===== src/rtl/lpddr2_mrinit_pkg.sv =====
package lpddr2_mrinit_pkg;

    localparam int MRD = 8;

    typedef enum logic [2:0] {
        ST_IDLE,
        ST_POLL,
        ST_ZQ,
        ST_WAIT,
        ST_BURST,
        ST_SEG,
        ST_LAT
    } step_t;

    typedef struct packed {
        logic           we;
        logic           ref_set;
        logic [MRD-1:0] addr;
        logic [MRD-1:0] data;
    } mr_cmd_t;

    localparam logic [MRD-1:0] ADDR_STATUS  = 8'd0;
    localparam logic [MRD-1:0] ADDR_BURST   = 8'd1;
    localparam logic [MRD-1:0] ADDR_LAT     = 8'd2;
    localparam logic [MRD-1:0] ADDR_CAL     = 8'd10;
    localparam logic [MRD-1:0] ADDR_SEGMASK = 8'd16;

    localparam logic [MRD-1:0] VAL_CAL_INIT = 8'hFF;
    localparam logic [MRD-1:0] VAL_BURST    = 8'h23;
    localparam logic [MRD-1:0] VAL_SEG_ALL  = 8'h00;
    localparam logic [MRD-1:0] AUTO_BUSY_MASK = 8'h01;

    function automatic logic step_issues(input step_t s);
        return (s == ST_POLL) || (s == ST_ZQ) || (s == ST_BURST) ||
               (s == ST_SEG)  || (s == ST_LAT);
    endfunction

endpackage


===== src/rtl/mrinit_zq_timer.sv =====
module mrinit_zq_timer #(
    parameter int CLK_MHZ   = 50,
    parameter int ZQ_MARGIN = 4
) (
    input  logic clk,
    input  logic rst,
    input  logic load,
    output logic expired
);
    localparam int LOADV = CLK_MHZ + ZQ_MARGIN;
    localparam int TW    = $clog2(LOADV + 1);

    logic [TW-1:0] cnt_q;

    always_ff @(posedge clk) begin
        if (rst)
            cnt_q <= '0;
        else if (load)
            cnt_q <= TW'(LOADV);
        else if (cnt_q != '0)
            cnt_q <= cnt_q - 1'b1;
    end

    assign expired = (cnt_q == '0);
endmodule


===== src/rtl/mrinit_cmd_gen.sv =====
module mrinit_cmd_gen
    import lpddr2_mrinit_pkg::*;
#(
    parameter int LATW = 4
) (
    input  step_t         step,
    input  logic [LATW-1:0] lat,
    output mr_cmd_t       cmd
);
    logic [MRD-1:0] lat_code;

    always_comb begin
        lat_code = MRD'(lat) - MRD'(2);
        cmd      = '0;
        case (step)
            ST_POLL: begin
                cmd.we   = 1'b0;
                cmd.addr = ADDR_STATUS;
            end
            ST_ZQ: begin
                cmd.we   = 1'b1;
                cmd.addr = ADDR_CAL;
                cmd.data = VAL_CAL_INIT;
            end
            ST_BURST: begin
                cmd.we   = 1'b1;
                cmd.addr = ADDR_BURST;
                cmd.data = VAL_BURST;
            end
            ST_SEG: begin
                cmd.we   = 1'b1;
                cmd.addr = ADDR_SEGMASK;
                cmd.data = VAL_SEG_ALL;
            end
            ST_LAT: begin
                cmd.we      = 1'b1;
                cmd.ref_set = 1'b1;
                cmd.addr    = ADDR_LAT;
                cmd.data    = lat_code;
            end
            default: cmd = '0;
        endcase
    end
endmodule


===== src/rtl/lpddr2_mrinit_seq.sv =====
module lpddr2_mrinit_seq
    import lpddr2_mrinit_pkg::*;
#(
    parameter int CLK_MHZ   = 50,
    parameter int ZQ_MARGIN = 4,
    parameter int LATW      = 4
) (
    input  logic            clk,
    input  logic            rst,
    input  logic            start,
    input  logic [LATW-1:0] read_lat,
    input  logic            dual_rank,
    output logic            mr_req,
    output logic            mr_we,
    output logic            mr_cs,
    output logic [7:0]      mr_addr,
    output logic [7:0]      mr_wdata,
    output logic            mr_ref_set,
    input  logic            mr_ack,
    input  logic [7:0]      mr_rdata,
    output logic            refresh_en,
    output logic            busy,
    output logic            done
);
    step_t           step_q, step_d;
    logic            rank_q, rank_d;
    logic            dual_q;
    logic [LATW-1:0] lat_q;
    logic            done_q, refen_q;
    logic            accept, dev_busy, last_rank, zq_load, zq_expired;
    mr_cmd_t         cmd;

    mrinit_cmd_gen #(.LATW(LATW)) gen_i (
        .step (step_q),
        .lat  (lat_q),
        .cmd  (cmd)
    );

    mrinit_zq_timer #(.CLK_MHZ(CLK_MHZ), .ZQ_MARGIN(ZQ_MARGIN)) tmr_i (
        .clk     (clk),
        .rst     (rst),
        .load    (zq_load),
        .expired (zq_expired)
    );

    assign mr_req     = step_issues(step_q);
    assign accept     = mr_req && mr_ack;
    assign dev_busy   = (mr_rdata & AUTO_BUSY_MASK) != '0;
    assign last_rank  = (rank_q == 1'b1) || !dual_q;
    assign zq_load    = (step_q == ST_ZQ) && accept;

    always_comb begin
        step_d = step_q;
        rank_d = rank_q;
        case (step_q)
            ST_IDLE:  if (start) begin
                          step_d = ST_POLL;
                          rank_d = 1'b0;
                      end
            ST_POLL:  if (accept && !dev_busy) step_d = ST_ZQ;
            ST_ZQ:    if (accept) step_d = ST_WAIT;
            ST_WAIT:  if (zq_expired) step_d = ST_BURST;
            ST_BURST: if (accept) step_d = ST_SEG;
            ST_SEG:   if (accept) step_d = ST_LAT;
            ST_LAT:   if (accept) begin
                          if (last_rank) begin
                              step_d = ST_IDLE;
                          end else begin
                              step_d = ST_POLL;
                              rank_d = 1'b1;
                          end
                      end
            default:  step_d = ST_IDLE;
        endcase
    end

    always_ff @(posedge clk) begin
        if (rst) begin
            step_q  <= ST_IDLE;
            rank_q  <= 1'b0;
            dual_q  <= 1'b0;
            lat_q   <= '0;
            done_q  <= 1'b0;
            refen_q <= 1'b0;
        end else begin
            step_q <= step_d;
            rank_q <= rank_d;
            done_q <= 1'b0;
            if (step_q == ST_IDLE && start) begin
                dual_q  <= dual_rank;
                lat_q   <= read_lat;
                refen_q <= 1'b0;
            end
            if (step_q == ST_LAT && accept && last_rank) begin
                done_q  <= 1'b1;
                refen_q <= 1'b1;
            end
        end
    end

    assign mr_we      = cmd.we;
    assign mr_cs      = rank_q;
    assign mr_addr    = cmd.addr;
    assign mr_wdata   = cmd.data;
    assign mr_ref_set = cmd.ref_set;
    assign refresh_en = refen_q;
    assign busy       = (step_q != ST_IDLE);
    assign done       = done_q;
endmodule


===== config.mk =====
export PLATFORM = sky130hd
export DESIGN_NAME = lpddr2_mrinit_seq
export DESIGN_NICKNAME = d
export VERILOG_FILES = /design/src/rtl/lpddr2_mrinit_pkg.sv /design/src/rtl/mrinit_zq_timer.sv /design/src/rtl/mrinit_cmd_gen.sv /design/src/rtl/lpddr2_mrinit_seq.sv
export SDC_FILE = /design/constraint.sdc
export NUM_CORES = 1
export LEC_CHECK = 0
export ABC_AREA = 1
export BUFFER_PORTS_ARGS = -buffer_cell sky130_fd_sc_hd__clkbuf_2
export CORE_MARGIN = 8
export CORE_UTILIZATION = 30
export CTS_CLUSTER_SIZE = 30
export DETAILED_ROUTE_END_ITERATION = 8
export PLACE_DENSITY_LB_ADDON = 0.12
export SETUP_SLACK_MARGIN = 0.05
export SYNTH_ARGS = -nofsm -noshare
export SYNTH_HDL_FRONTEND = slang
export SYNTH_SLANG_ARGS = --single-unit

===== constraint.sdc =====
create_clock -name clk -period 2.2 [get_ports clk]
set_input_delay 0.44 -clock clk [delete_from_list [all_inputs] [get_ports clk]]
set_output_delay 0.44 -clock clk [all_outputs]
set_load 0.02 [all_outputs]

After elaboration in Yosys (flattened, before gate mapping)
Cells that the tools add are included.

storage, ports and cells
  register bits = 17
  input port bits = 17
  output and inout bits = 23
  logic and storage cells = 70

operators by class
  add/subtract/negate cells = 2
  equality and inequality tests = 14
  multiplexer cells = 22
  reductions and logical operators = 24

operators with widths
  operator             count
  $pmux 8 s3           1
  $mux 3               7
  $pmux 3 s7           1
  $pmux 5 s4           1
  $mux 6               2
  $ne 2x2->1 const B   6
  $eq 3x3->1 const B   3
  $mux 1               9
  $reduce_and 7->1     1
  $eq 3x2->1 const B   2
  $logic_and 1x1->1    6
  $logic_not 6->1      1
  $reduce_bool 2->1    3
  $reduce_bool 6->1    1
  $sub 6x1->6 const B  1
  $logic_or 1x1->1     5
  $sub 4x2->5 const B  1
  $ne 2x1->1 const B   2
  $reduce_and 4->1     1
  $reduce_or 4->1      1
  $eq 3x1->1 const B   1
  $logic_not 3->1      1
  $reduce_bool 3->1    1
  $logic_not 1->1      2
  2 further kinds      2

Depth between registers and ports, before layout
Gate-level depths: netlist (run 1).

  depth after elaboration = 9
  mapped depth = 9

Cells and area by module
Synthesis (run 1) repeated with hierarchy kept, for this count alone.

second synthesis, totals
  cells, all modules = 168
  area total of the unflattened synthesis = 1097.3 um^2

modules (own cells, without submodules)
  module             instances  cells each  area each (um^2)  sequential area each (um^2)
  lpddr2_mrinit_seq  1          81          554.3             220.2
  mrinit_zq_timer    1          49          354.1             120.1
  mrinit_cmd_gen     1          38          188.9             0.0

Least setup slack after synthesis (run 1)
No wires, ideal clock.

  path type = reg-to-output
  from = register step_q[1]
  to = output mr_wdata[6]
  arrival = 1.425 ns
  required time = 1.760 ns
  path slack = 0.335 ns
  stages on the path, launching flop included = 6
  cell sequence = dfxtp_1 > inv_2 > nor2_4 > inv_2 > a21oi_1 > buf_4

between the ends
  cells in the longest elaborated chain, start to end = 2
  elaborated cells between the ends (all ways) = 4

ends and longest elaborated chain
  what                                             line                     source
  start: declaration                               lpddr2_mrinit_seq.sv:25  step_t step_q, step_d;
  start signal: assignment                         lpddr2_mrinit_seq.sv:86  step_q <= step_d;
  $eq 3x3->1 / $eq 3x2->1 (equally long branches)  mrinit_cmd_gen.sv:15     case (step)
  $pmux 8 s3 *                                     mrinit_cmd_gen.sv:15
  end: declaration                                 lpddr2_mrinit_seq.sv:17  output logic [7:0] mr_wdata,

Every way passes the cells marked *; elsewhere a longest branch is shown, timed or not.

Worst setup path after layout (run 1)
  from = register step_q[0]
  to = output mr_addr[4]

between the ends
  cells in the longest elaborated chain, start to end = 2
  elaborated cells between the ends (all ways) = 5

ends and longest elaborated chain
  what                                             line                     source
  $eq 3x3->1 / $eq 3x2->1 (equally long branches)  mrinit_cmd_gen.sv:15
  $pmux 5 s4 *                                     mrinit_cmd_gen.sv:15
  end: declaration                                 lpddr2_mrinit_seq.sv:16  output logic [7:0] mr_addr,

Marked as above.

==> results of run 1 <==
how the worst max path moves through the flow:
stage / from / endpoint / slack, ps / cells past startpoint
finish: step_q[0]$_SDFFE_PP0P_ / mr_addr[4] / 270 / 5
global route: step_q[0]$_SDFFE_PP0P_ / mr_addr[4] / 130 / 5
CTS: step_q[0]$_SDFFE_PP0P_ / mr_addr[4] / 240 / 5
detailed placement: step_q[0]$_SDFFE_PP0P_ / mr_addr[4] / 590 / 5
global placement: step_q[0]$_SDFFE_PP0P_ / mr_addr[4] / 600 / 5
floorplan: step_q[1]$_SDFFE_PP0P_ / mr_wdata[6] / 340 / 5
stage by stage:
stage / util, % / total power [µW] / worst slack, ps / instances / instance area (µm²)
6_report: 36.51 / 1905 / 271.2 / 225 / 1237
5_1_grt: 36.51 / 2096 / 126.1 / 225 / 1237
3_5_place_dp: 35.70 / 1749 / 591.2 / 221 / 1210
3_3_place_gp: 35.70 / 1743 / 596.3 / 221 / 1210
2_1_floorplan: - / 1500 / 335.1 / 156 / 1084
4_1_cts: 36.51 / 1933 / 240.8 / 225 / 1237
cell families after synthesis:
kind of cell / Yosys count / share of synthesized area, %
simple gates: 68 / 32.55
buf+inv: 34 / 15.75
xor+xnor: 1 / 0.8170
fa+ha+maj: 2 / 2.333
flops: 17 / 31.74
other cells: 1 / 0.3497
compound gates: 30 / 16.45
power groups by stage:
| stage | Sequential [µW] | Combinational [µW] | Clock [µW] |
|---|---|---|---|
| 2_1_floorplan | 473 | 1030 | 0 |
| 3_3_place_gp | 505 | 1240 | 0 |
| 3_5_place_dp | 506 | 1240 | 0 |
| 4_1_cts | 499 | 1250 | 185 |
| 5_1_grt | 511 | 1380 | 203 |
| 6_report | 498 | 1230 | 175 |
cell type report:
| class | instances | area (µm²) |
|---|---|---|
| Clock buffer | 3 | 22.52 |
| Fill cell | 386 | 2152 |
| Multi-Input combinational cell | 105 | 574.3 |
| Inverter | 24 | 90.09 |
| Clock inverter | 1 | 5.005 |
| Sequential cell | 17 | 340.3 |
| Tap cell | 46 | 57.56 |
| Timing Repair Buffer | 29 | 147.6 |
flip-flops by register name, summed over array words and instances (netlist names):
signal       cells
mr_cs            1
refresh_en       1
done             1
lat_q            4
step_q           3
tmr_i.cnt_q      6
dual_q           1
synthesized netlist by cell type (all sizes together):
cell type,count,area (µm²)
nand2,33,143.9
a31oi,1,6.260
o21ai,7,35.03
nand3b,2,15.01
dfxtp,17,340.3
conb,1,3.750
ha,2,25.02
xor2,1,8.760
nand4,3,18.77
clkbuf,1,3.750
o31ai,1,7.510
o211ai,3,37.54
a21oi,18,90.09
nor2,21,120.1
inv,24,90.09
nand3,8,45.04
or2,1,6.260
buf,9,75.07
critical path, cell delays in order, from the launching register on:
cell and delay [ps]:
dfxtp_1 630, inv_2 110, nor2_2 160, nand2_1 90, inv_1 60, clkbuf_2 160
metal layers:
metal	wire, µm	vias up	GRT usage (%)
met5	0	-	0
met4	18	0	1.919
met3	172	2	4.211
met2	1138	26	15.78
met1	1195	420	10.63
li1	-	530	-
==> reports/qor.txt, run 1 <==
Status: completed
Sw Share: 53.60%
Yosys warning count: 0
Initial drt markers: 16
Vias in the first global route: 954
Post-DP HPWL: 2051 µm
Gr ovfl total: 0
Area grow syn2layout: 15.40%
Logic gate share of total power: 64.7%
Reg2reg path depth: 6
Max-cap violation count: 0
Antenna viol nets, final: 0
Routed vias: 978
Hold Vio Cnt, Final: 0
Die W: 75.79 µm
Clock period minus worst slack: 1929 ps
Worst Hold Class: in2reg
Fraction of layout cells with a size suffix above 1: 29.61%
Seq/Total Area, Yosys: 31.74%
Hold EP: dual_q$_SDFFE_PP0P_
Setup Buffers After CTS: 0
Final wirelength: 2524 µm
PortBufs: 28
Post-DR vias/cell: 4.347
GP Congestion: 0.8415
Critical R2R Capture: step_q[2]$_SDFFE_PP0P_
Crit share post-route: 87.67%
Setup TNS: 0 ps
Largest buffer count on any clock path: 2
CTS HTree Levels: 1
Post-CTS Resized: 0
Cells after Synth: 153
Worst r2r src: step_q[0]$_SDFFE_PP0P_
Root buf cell: clkbuf_4
Mapped Avg Cell Area: 7.008 µm²
First-pass GRT wire length: 4091 µm
Worst hold start: dual_rank
Initial Util: 31.64%
Post-CTS Hold Fix Bufs: 0
Seq cells post-synth: 17
Initial antenna violation count: 0
Setup Viol. Count Final: 0
Rows: 21
Synth cell types: 27
Max FO, Critical Path: 9
Startpoint types: register
Core area: 3390 µm²
Antenna cells: 0
Global-route usage over all layers: 9.383%
FMAX: 0.5185 GHz
Pwr Density: 1540 nW/µm²
CTS Buf Count: 3
Drt drc: 0
Worst Clk Skew: 1.446 ps
Sequential share of power: 26.2%
Critical path type: reg2out
DRT Pass-1 Iters: 4
Nets: 199
Static leakage: 0.0006499 µW
Die Y: 75.79 µm
Unrepaired setup endpoints after global routing: no
CTS tree: yes
Flop-to-flop setup slack: 780 ps
Clock Latency Late Sink: 290 ps
Internal power: 884.1 µW
CTS clk-pin slew, worst paths: 110 ps
Largest net degree at the start of global routing: 12
WL/cell: 11.22 µm
Mapped Area: 1072 µm²
I/O Pins: 40
Switching power: 1021 µW
Commonest non-fill, non-tap cell in the layout: nand2_1
Clock share of power: 9.2%
WHS: 401.5 ps
Clock sinks: 17
Most frequent cells in the layout: 29 x nand2_1, 28 x clkbuf_2, 19 x inv_1
Worst Path Required: 1760 ps
Hold-critical path depth: 3
Worst-case vdd ir drop: 0.0006809 V
DIE AREA: 5743 µm²
Crit. End Element: output pin
Final Max Slew Viols: 0
CP Data Arrival Time: 1490 ps
(Power assumes the default switching activity.)
==> inputs of run 2 (changes only) <==
Settings changed: MAX_ROUTING_LAYER from default to met4.
==> run 2 against run 1 <==
Against the previous run: setup slack is essentially flat; register-to-register slack is essentially flat; clock skew is essentially flat; power is essentially flat; via count grew 0.10%; non-clock buffer count is the same; core utilization is the same; count of clock-buffer cells in the layout is the same; clock power is essentially flat; worst hold slack gained 0.68 ps; sequential share of layout area is the same; final area is the same.
==> reports/qor.txt, run 2 (synthesis results as in run 1) <==
Max-cap violation count: 0
Slowest stage delay, CP: 630 ps
Initial antenna violation count: 0
Worst Path Buf+Inv: 3
PortBufs: 28
CTS tree: yes
Core area: 3390 µm²
Largest Register: tmr_i.cnt_q
Rows: 21
I/O Pins: 40
Logic gate share of total power: 64.7%
Crit share post-route: 87.67%
Worst Hold Class: in2reg
GP Congestion: 0.8546
Max FO, Critical Path: 9
Gr ovfl total: 0
Routed vias: 979
Largest buffer count on any clock path: 2
Met2 Usage GRT: 15.78%
Unrepaired setup endpoints after global routing: no
Drt drc: 0
Hold Vio Cnt, Final: 0
Crit path cell chain: inv_2 -> nor2_2 -> nand2_1 -> inv_1 -> clkbuf_2
Die W: 75.79 µm
Most frequent cells in the layout: 29 x nand2_1, 28 x clkbuf_2, 19 x inv_1
Static leakage: 0.0006499 µW
Post-CTS Hold Fix Bufs: 0
DIE AREA: 5743 µm²
Post-DR vias/cell: 4.351
Largest regs: tmr_i.cnt_q: 6 flops, lat_q: 4 flops, step_q: 3 flops
Die Y: 75.79 µm
CTS Buf Count: 3
Sw Share: 53.57%
Switching power: 1020 µW
FMAX: 0.5185 GHz
Area grow syn2layout: 15.40%
Max reg flops: 6
CTS HTree Levels: 1
Final Max Slew Viols: 0
Post-CTS Resized: 0
Setup WS pre-CTS: 591.2 ps
Clock period minus worst slack: 1929 ps
Initial Util: 31.64%
Antenna viol nets, final: 0
Crit. End Element: output pin
Worst Setup Slack, final: 271.3 ps
Largest net degree at the start of global routing: 12
Nets: 199
Met1 Use GR: 11.16%
WL/cell: 11.18 µm
Vias in the first global route: 954
Post-DP HPWL: 2051 µm
CTS clk-pin slew, worst paths: 110 ps
Setup Viol. Count Final: 0
Inst Count DP: 221
First-pass GRT wire length: 4091 µm
DRT Pass-1 Iters: 4
Global-route usage over all layers: 9.644%
Internal power: 884.1 µW
Worst-case vdd ir drop: 0.0006813 V
Clock Latency Late Sink: 290 ps
Worst Clk Skew: 1.028 ps
Status: completed
Met3 GRT Util: 3.289%
Root buf cell: clkbuf_4
Fill cells: 386
Setup Buffers After CTS: 0
Fraction of layout cells with a size suffix above 1: 29.61%
Clock sinks: 17
Worst Path Required: 1760 ps
Slowest-stage cell, CP: dfxtp_1
GRT Max-Usage Layer: met2
Critical path's top delay family: flip-flops
Finished Core Util: 36.51%
Sequential share of power: 26.2%
Final wirelength: 2515 µm
Antenna cells: 0
Critical path type: reg2out
Pwr Density: 1539 nW/µm²
Setup TNS: 0 ps
Clock share of power: 9.2%
Final std cells w/o fill: 225
Startpoint types: register
CP Data Arrival Time: 1490 ps
Commonest non-fill, non-tap cell in the layout: nand2_1
Initial drt markers: 16
==> run 2: power by group through the flow <==
stage	clock, µW	sequential [µW]	combinational (µW)
after global placement	0	505	1240
after floorplan	0	473	1030
after CTS	185	499	1250
final	174	498	1230
after global routing	203	511	1380
after detailed placement	0	506	1240
==> run 2: per-stage QoR <==
step                instance area [µm²]  power [µW]  hold slack, ps
floorplan                          1084        1500           430.6
CTS                                1237        1933           383.8
detailed placement                 1210        1749           454.3
global route                       1237        2094           392.0
global placement                   1210        1743           449.7
finish                             1237        1904           402.2
==> run 2: worst paths after layout <==
kind / startpoint / endpoint / slack [ps] / depth (start not counted)
max reg2reg: step_q[0]$_SDFFE_PP0P_ / step_q[2]$_SDFFE_PP0P_ / 780 / 6
max: step_q[0]$_SDFFE_PP0P_ / mr_addr[4] / 270 / 5
min: dual_rank / dual_q$_SDFFE_PP0P_ / 400 / 3
min reg2reg: dual_q$_SDFFE_PP0P_ / dual_q$_SDFFE_PP0P_ / 470 / 2
==> run 2: area by class of cell <==
type,count,area (µm²),share of cell area [%]
multi-input combinational,105,574.3,46.41
tap,46,57.56,4.651
clock inverter,1,5.005,0.4044
inverter,24,90.09,7.280
timing repair buffer,29,147.6,11.93
sequential,17,340.3,27.50
clock buffer,3,22.52,1.820
==> run 2: worst register-to-register path, stage by stage, from the launching register on <==
cell and delay [ps]:
dfxtp_1 630, nand2_1 190, nor2_1 150, nand2_2 90
nand3_2 120, nand2_1 60, a21oi_1 120
==> run 2: layer usage <==
layer,part of all wire (%),up-vias,wire (µm)
met2,45,26,1142
met4,0.72,0,18
met1,49,421,1230
li1,-,530,-
met5,0,-,0
met3,4.9,2,123
